[src/rtl/cla_pkg.sv]
package cla_pkg;
  localparam int GRP_W = 4;

  function automatic int units_for(input int n);
    return (n + GRP_W - 1) / GRP_W;
  endfunction
endpackage

[src/rtl/cla_lookahead4.sv]
module cla_lookahead4 (
  input  logic [3:0] g,
  input  logic [3:0] p,
  input  logic       cin,
  output logic [3:0] c,
  output logic       gg,
  output logic       gp
);
  always_comb begin
    c[0] = cin;
    c[1] = g[0] | (p[0] & cin);
    c[2] = g[1] | (p[1] & g[0]) | (p[1] & p[0] & cin);
    c[3] = g[2] | (p[2] & g[1]) | (p[2] & p[1] & g[0]) | (p[2] & p[1] & p[0] & cin);
    gp   = p[0] & p[1] & p[2] & p[3];
    gg   = g[3] | (p[3] & g[2]) | (p[3] & p[2] & g[1]) | (p[3] & p[2] & p[1] & g[0]);
  end
endmodule

[src/rtl/cla_group4.sv]
module cla_group4 (
  input  logic [3:0] a,
  input  logic [3:0] b,
  input  logic       cin,
  output logic [3:0] sum,
  output logic       gg,
  output logic       gp
);
  logic [3:0] bit_g, bit_p, carry;

  assign bit_g = a & b;
  assign bit_p = a | b;

  cla_lookahead4 la_i (
    .g(bit_g), .p(bit_p), .cin(cin), .c(carry), .gg(gg), .gp(gp)
  );

  assign sum = a ^ b ^ carry;
endmodule

[src/rtl/cla_adder_top.sv]
module cla_adder_top #(
  parameter int WIDTH = 16
) (
  input  logic             clk,
  input  logic             rst,
  input  logic [WIDTH-1:0] a,
  input  logic [WIDTH-1:0] b,
  input  logic             cin,
  output logic [WIDTH-1:0] sum,
  output logic             cout,
  output logic             grp_p,
  output logic             grp_g
);
  import cla_pkg::*;

  localparam int NGRP = WIDTH / GRP_W;
  localparam int NU2  = units_for(NGRP);
  localparam int NPAD = NU2 * GRP_W;

  logic [NPAD-1:0]  grp_gg, grp_gp, grp_cin;
  logic [NU2-1:0]   u2_gg, u2_gp, u2_cin;
  logic [WIDTH-1:0] sum_c;
  logic             top_g, top_p;

  genvar k;
  generate
    for (k = 0; k < NPAD; k++) begin : g_grp
      if (k < NGRP) begin : g_real
        cla_group4 grp_i (
          .a(a[k*GRP_W +: GRP_W]), .b(b[k*GRP_W +: GRP_W]), .cin(grp_cin[k]),
          .sum(sum_c[k*GRP_W +: GRP_W]), .gg(grp_gg[k]), .gp(grp_gp[k])
        );
      end else begin : g_pad
        assign grp_gg[k] = 1'b0;
        assign grp_gp[k] = 1'b1;
      end
    end

    for (k = 0; k < NU2; k++) begin : g_u2
      cla_lookahead4 u2_i (
        .g(grp_gg[k*GRP_W +: GRP_W]), .p(grp_gp[k*GRP_W +: GRP_W]), .cin(u2_cin[k]),
        .c(grp_cin[k*GRP_W +: GRP_W]), .gg(u2_gg[k]), .gp(u2_gp[k])
      );
    end

    if (NU2 == 1) begin : g_two_rank
      assign u2_cin[0] = cin;
      assign top_g     = u2_gg[0];
      assign top_p     = u2_gp[0];
    end else begin : g_three_rank
      logic [3:0] l3_g, l3_p, l3_c;
      for (k = 0; k < 4; k++) begin : g_l3_in
        if (k < NU2) begin : g_use
          assign l3_g[k]   = u2_gg[k];
          assign l3_p[k]   = u2_gp[k];
          assign u2_cin[k] = l3_c[k];
        end else begin : g_fill
          assign l3_g[k] = 1'b0;
          assign l3_p[k] = 1'b1;
        end
      end
      cla_lookahead4 u3_i (
        .g(l3_g), .p(l3_p), .cin(cin), .c(l3_c), .gg(top_g), .gp(top_p)
      );
    end
  endgenerate

  always_ff @(posedge clk) begin
    if (rst) begin
      sum   <= '0;
      cout  <= 1'b0;
      grp_p <= 1'b0;
      grp_g <= 1'b0;
    end else begin
      sum   <= sum_c;
      cout  <= top_g | (top_p & cin);
      grp_p <= top_p;
      grp_g <= top_g;
    end
  end
endmodule

[config.mk]
export PLATFORM = sky130hd
export DESIGN_NAME = cla_adder_top
export DESIGN_NICKNAME = d
export VERILOG_FILES = /design/src/rtl/cla_pkg.sv /design/src/rtl/cla_lookahead4.sv /design/src/rtl/cla_group4.sv /design/src/rtl/cla_adder_top.sv
export SDC_FILE = /design/constraint.sdc
export NUM_CORES = 1
export LEC_CHECK = 0
export BUFFER_PORTS_ARGS = -buffer_cell sky130_fd_sc_hd__buf_2
export CORE_ASPECT_RATIO = 1.4
export CORE_MARGIN = 3
export CORE_UTILIZATION = 47
export DETAILED_ROUTE_END_ITERATION = 10
export GPL_TIMING_DRIVEN = 0
export HOLD_SLACK_MARGIN = 0.02
export MAX_ROUTING_LAYER = met4
export PLACE_DENSITY = 0.77
export SYNTH_ARGS = -nofsm -noshare
export SYNTH_HDL_FRONTEND = slang
export SYNTH_SLANG_ARGS = --single-unit
[constraint.sdc]
create_clock -name clk -period 2.1 [get_ports clk]
set_input_delay 0.21 -clock clk [delete_from_list [all_inputs] [get_ports clk]]
set_output_delay 0.21 -clock clk [all_outputs]
set_load 0.01 [all_outputs]
# Word level (Yosys, flattened, before mapping)
# Cells that the tools add are included.
[word_totals]
regBits = 19
latchBits = 0
mem_bits_rw = 0
mem_bits_ro = 0
out_inout_bits = 19
mem_count = 0
[classes]
n_addsub = 0
multipliers = 0
div = 0
magnitude_cmp = 0
eq_ne = 0
n_shift = 0
muxes = 0
n_bitwise = 143
n_reduce_logical = 0
[ops]
columns = ["operator", "n"]
rows = [
  ["1-bit bitwise AND", 81],
  ["1-bit bitwise OR", 46],
  ["4-bit bitwise XOR", 8],
  ["4-bit bitwise AND", 4],
  ["4-bit bitwise OR", 4],
]

# Logic depth before layout (Yosys ltp)
[depth]
word_depth = 12
depth_mapped = 10

# Modules after synthesis
# Synthesis repeated with hierarchy kept, for this count alone.
[unflattened]
hier_cells = 201
hier_area_um2 = 1594.0
[modules_own_cells]
columns = ["mod", "instances", "cells_each", "area_each_um2", "seq_area_each_um2"]
rows = [
  ["cla_group4", 4, 24, 180.2, 0.0],
  ["cla_adder_top", 1, 40, 535.5, 380.4],
  ["cla_lookahead4", 5, 13, 67.6, 0.0],
]

# Least setup slack after synthesis
# No wires, ideal clock.
[synth_timing]
kind = "in2reg"
startpoint = "input a[0]"
endpoint = "register sum[13]"
setup_ns = 0.128
arrival_time_ns = 1.955
required_time_ns = 1.972
slack_ns = 0.017
cell_stages = 9
path_buffers = 0
path_cell_list = "ha_1 -> nor2b_1 -> o21ai_2 -> nand3_1 -> a21o_1 -> a221o_1 -> fa_1 -> xnor2_1 -> nor2_1"
[synth_between]
elab_chain_cells = 10
elab_cells_between_ends = 15
[synth_lines]
columns = ["element", "line_no", "rtl"]
rows = [
  ["from (decl)", "cla_adder_top.sv:6", "input logic [WIDTH-1:0] a,"],
  ["4-bit bitwise OR", "cla_group4.sv:12", "assign bit_p = a | b;"],
  ["1-bit bitwise AND (3 in series)", "cla_lookahead4.sv:14", "gp = p[0] & p[1] & p[2] & p[3];"],
  ["1-bit bitwise AND (2 in series)", "cla_lookahead4.sv:13", "c[3] = g[2] | (p[2] & g[1]) | (p[2] & p[1] & g[0]) | (p[2] & p[1] & p[0] & cin);"],
  ["1-bit bitwise OR *", "cla_lookahead4.sv:13", ""],
  ["1-bit bitwise AND *", "cla_lookahead4.sv:11", "c[1] = g[0] | (p[0] & cin);"],
  ["1-bit bitwise OR *", "cla_lookahead4.sv:11", ""],
  ["4-bit bitwise XOR *", "cla_group4.sv:18", "assign sum = a ^ b ^ carry;"],
  ["to (signal assigned)", "cla_adder_top.sv:75", "sum <= sum_c;"],
  ["to (decl)", "cla_adder_top.sv:9", "output logic [WIDTH-1:0] sum,"],
]
# Mark *: on every way between the ends. The rest lies on a longest branch, timed or not.
# A chain may end at the register's enable or synchronous reset.

# Final worst setup path
[layout_timing]
startpoint = "input a[7]"
endpoint = "register sum[13]"
[layout_between]
elab_chain_cells = 12
elab_cells_between_ends = 22
[layout_lines]
columns = ["element", "line_no", "rtl"]
rows = [
  ["4-bit bitwise OR", "cla_group4.sv:12", ""],
  ["1-bit bitwise AND", "cla_lookahead4.sv:15", "gg = g[3] | (p[3] & g[2]) | (p[3] & p[2] & g[1]) | (p[3] & p[2] & p[1] & g[0]);"],
  ["1-bit bitwise OR or 1-bit bitwise AND (tied branches) (2 in series)", "cla_lookahead4.sv:15", ""],
  ["1-bit bitwise OR", "cla_lookahead4.sv:15", ""],
  ["1-bit bitwise AND", "cla_lookahead4.sv:13", ""],
  ["1-bit bitwise OR (2 in series)", "cla_lookahead4.sv:13", ""],
  ["1-bit bitwise OR *", "cla_lookahead4.sv:13", ""],
  ["1-bit bitwise AND *", "cla_lookahead4.sv:11", ""],
  ["1-bit bitwise OR *", "cla_lookahead4.sv:11", ""],
  ["4-bit bitwise XOR *", "cla_group4.sv:18", ""],
]
# Marks and branches as above.

==> results.md <==
* Status: complete, no violations
* #FFs+latches synth at 19
* Share of layout cells above drive strength 1 at around 29%
* Routed Antenna Nets at 0
* Sequential element share of the synthesized area at a little over a fifth
* Number of distinct library cells after synthesis at 45
* Crit path max fanout at 5
* Fin Hold WS at about 0.21 ns
* Crit start category: input port
* CTS buffer count at 3
* Vias in the first global route at 1529
* Die span in x at between 50 and 60 microns
* Largest net degree at the start of global routing at 11
* Endpoints failing hold at 0
* Maximum clock rate at slightly above 500 MHz
* Top cells by area, synth: ha_1 (23%), dfxtp_1 (22%), inv_1 (9.1%)
* Peak VDD IR at ~320 uV
* Worst setup EP type: flop
* Final core occ at 62.6%
* Hold Crit Class: in -> reg
* Max Slew Vio Count at 0
* HP Start: cin
* Tmin final at between 1.5 and 2 ns
* Placement Rows at 25
* Worst-path cell chain: buf_2 -> inv_1 -> ha_1 -> inv_1 -> a21oi_4 -> nand2_1 -> a21o_1 -> a221o_1 -> fa_2 -> xnor2_1 -> nor2_1
* Period Utilization, post-route at roughly 95%
* Buffers plus inverters on the worst setup path at 3
* Critical Path Most Common Cell: inv_1
* Die area at roughly 0.0045 sq mm
* GRT overflow at 0
* Placer Congestion at 0.861
* Port Buffer Count at 53
* Final worst slack at approximately 0.11 ns
* Critical path's largest stage delay at approximately 0.35 ns
* Syn avg cell area at ~8.4 sq um
* RSZ-0062 raised after global routing: false
* Family with the most delay on the worst path: compound AO/OA/AOI/OAI gates
* Post-Syn Area at approximately 0.0017 sq mm
* Syn. warnings at 0
* Synth Net Count at ~280
* ANT cells at 0
* Post-Syn Instances at ~210
* Clk buf depth at 2
* Critical Path RT at 2.24 ns
* DR WL/cell at 12.5 microns
* GRT Util Overall at between 10% and 20%
* Pleak at roughly 1.2 nW
* Least-Margin Pin Slew at 0.525 ns
* Slowest-stage cell, CP: a221o_1
* DRT iter0 DRCs at 37
* Dominant cell type by area after synthesis: ha_1
* Yosys top cell area share at about 23%
* WL final at approximately 3900 microns
* Max_slew headroom at ~65%
* Detailed placement HPWL at between 3000 and 4000 microns
* WP data arrival at approximately 2.1 ns
* Vias per cell at 5.14
* Ports at 54
* Clk root buf: clkbuf_8
* Ys async rst share at 0%
* Maxcap violations at 0
* Layout net count at 341
* Setup WS pre-CTS at -0.412 ns
* CTS H-tree depth at 1
* Vias at about 1600
* Total negative slack at 0 ns
* Starting density of the core at 50.1%
* Antenna violations before repair at 0
* # DRC at 0
* Die Height at approximately 78 microns
* Setup crit start: a[7]
* Top_reg_cell synth: dfxtp_1
* Count of final setup violators at 0
* Syn-to-layout area delta at 25.0%
* Area of the core at roughly 0.0035 sq mm
* CTS Sinks at 19
* WS Path Type: in -> reg
* Drt pass-1 iters at 5
* First-pass GRT wire length at ~6200 microns
* PwrDens at 510 mW/mm^2
* CTS tree: yes
* Clock slew at reported path FFs at about 0.08 ns
* Post-synth EDFFs at 0
[worst paths after layout]
kind,to,slack (ns),cells after the start
setup / recovery,sum[13],0.11,11
hold / removal,cout,0.21,3
[timing repair]
item / in CTS / in global routing
pin swaps: 0 / 5
hold buffers: 0 / 0
buffers inserted: 1 / 4
endpoints found under the setup margin: 2 / 2
gates resized for setup: 2 / 5
[metal layers]
| layer | track usage (%) | up-vias | routed length (microns) |
|---|---|---|---|
| met2 | 33.1 | 48 | 2050 |
| met5 | - | - | 0 |
| met1 | 17.3 | 718 | 1490 |
| met4 | 6.96 | 0 | 144 |
| met3 | 2.16 | 17 | 175 |
| li1 | - | 805 | - |
[placed cells by master (no fill, tap or decap), drive strengths merged, types with 3 or more instances in the layout]
cell type | netlist | layout
buf | 0 | 58
inv | 43 | 43
ha | 32 | 32
nor2 | 23 | 23
dfxtp | 19 | 19
nor2b | 10 | 10
nor3 | 8 | 8
nand2 | 7 | 7
a21oi | 6 | 6
clkbuf | 2 | 6
o211ai | 4 | 4
mux2 | 4 | 4
fa | 4 | 4
nand2b | 4 | 4
a21boi | 4 | 4
xnor2 | 3 | 3
a211oi | 3 | 3
o21ai | 3 | 3
nand3 | 3 | 3
nor4 | 3 | 3
[cells in the mapped netlist, types with 3 or more instances]
| cell type | number |
|---|---|
| inv_1 | 42 |
| ha_1 | 32 |
| nor2_1 | 23 |
| dfxtp_1 | 19 |
| nor2b_1 | 10 |
| nor3_1 | 8 |
| nand2_1 | 7 |
| a21oi_1 | 4 |
| fa_1 | 4 |
| a211oi_1 | 3 |
| mux2_1 | 3 |
| nand2b_1 | 3 |
| nand3_1 | 3 |
| o211ai_1 | 3 |
| xnor2_1 | 3 |
[through the flow]
stage	cells	power [mW]	cell area [sq um]
global route	309	1.19	2170
CTS	305	1.09	2120
finish	309	1.11	2170
detailed placement	300	0.824	2050
floorplan	207	0.686	1740
global placement	300	0.814	2050
[final cells by class]
type	instances	area, sq um
Fill cell	325	1300
Multi-Input combinational cell	143	1230
Sequential cell	19	380
Timing Repair Buffer	58	303
Inverter	43	161
Tap cell	40	50.0
Clock buffer	4	45.0
Buffer	2	7.51
[sequential cells by signal, summed over array words and instances (netlist names)]
register,count
cout,1
grp_g,1
grp_p,1
sum,16
[power by group]
part / switching, mW / total [mW] / internal, mW
Clock: 0.132 / 0.267 / 0.135
Combinational: 0.227 / 0.426 / 0.200
Sequential: 0.00904 / 0.415 / 0.406
Total: 0.368 / 1.11 / 0.741
[logic make-up after synthesis]
logic type / Yosys count / synth area share (%)
xor gates and xnor gates: 5 / 2.52
buffers and inverters: 45 / 9.71
AOI/OAI and AO/OA: 35 / 15.3
DFF: 19 / 21.9
adders and majority gates: 36 / 27.6
and+or+nand+nor: 62 / 19.6
muxes: 5 / 3.38
[tightest hold or removal path, cell delays in order]
cell and delay [ns]:
buf_2 0.10, a22oi_1 0.08, nand2_1 0.06
No activity file was read; power rests on OpenSTA's default activity.
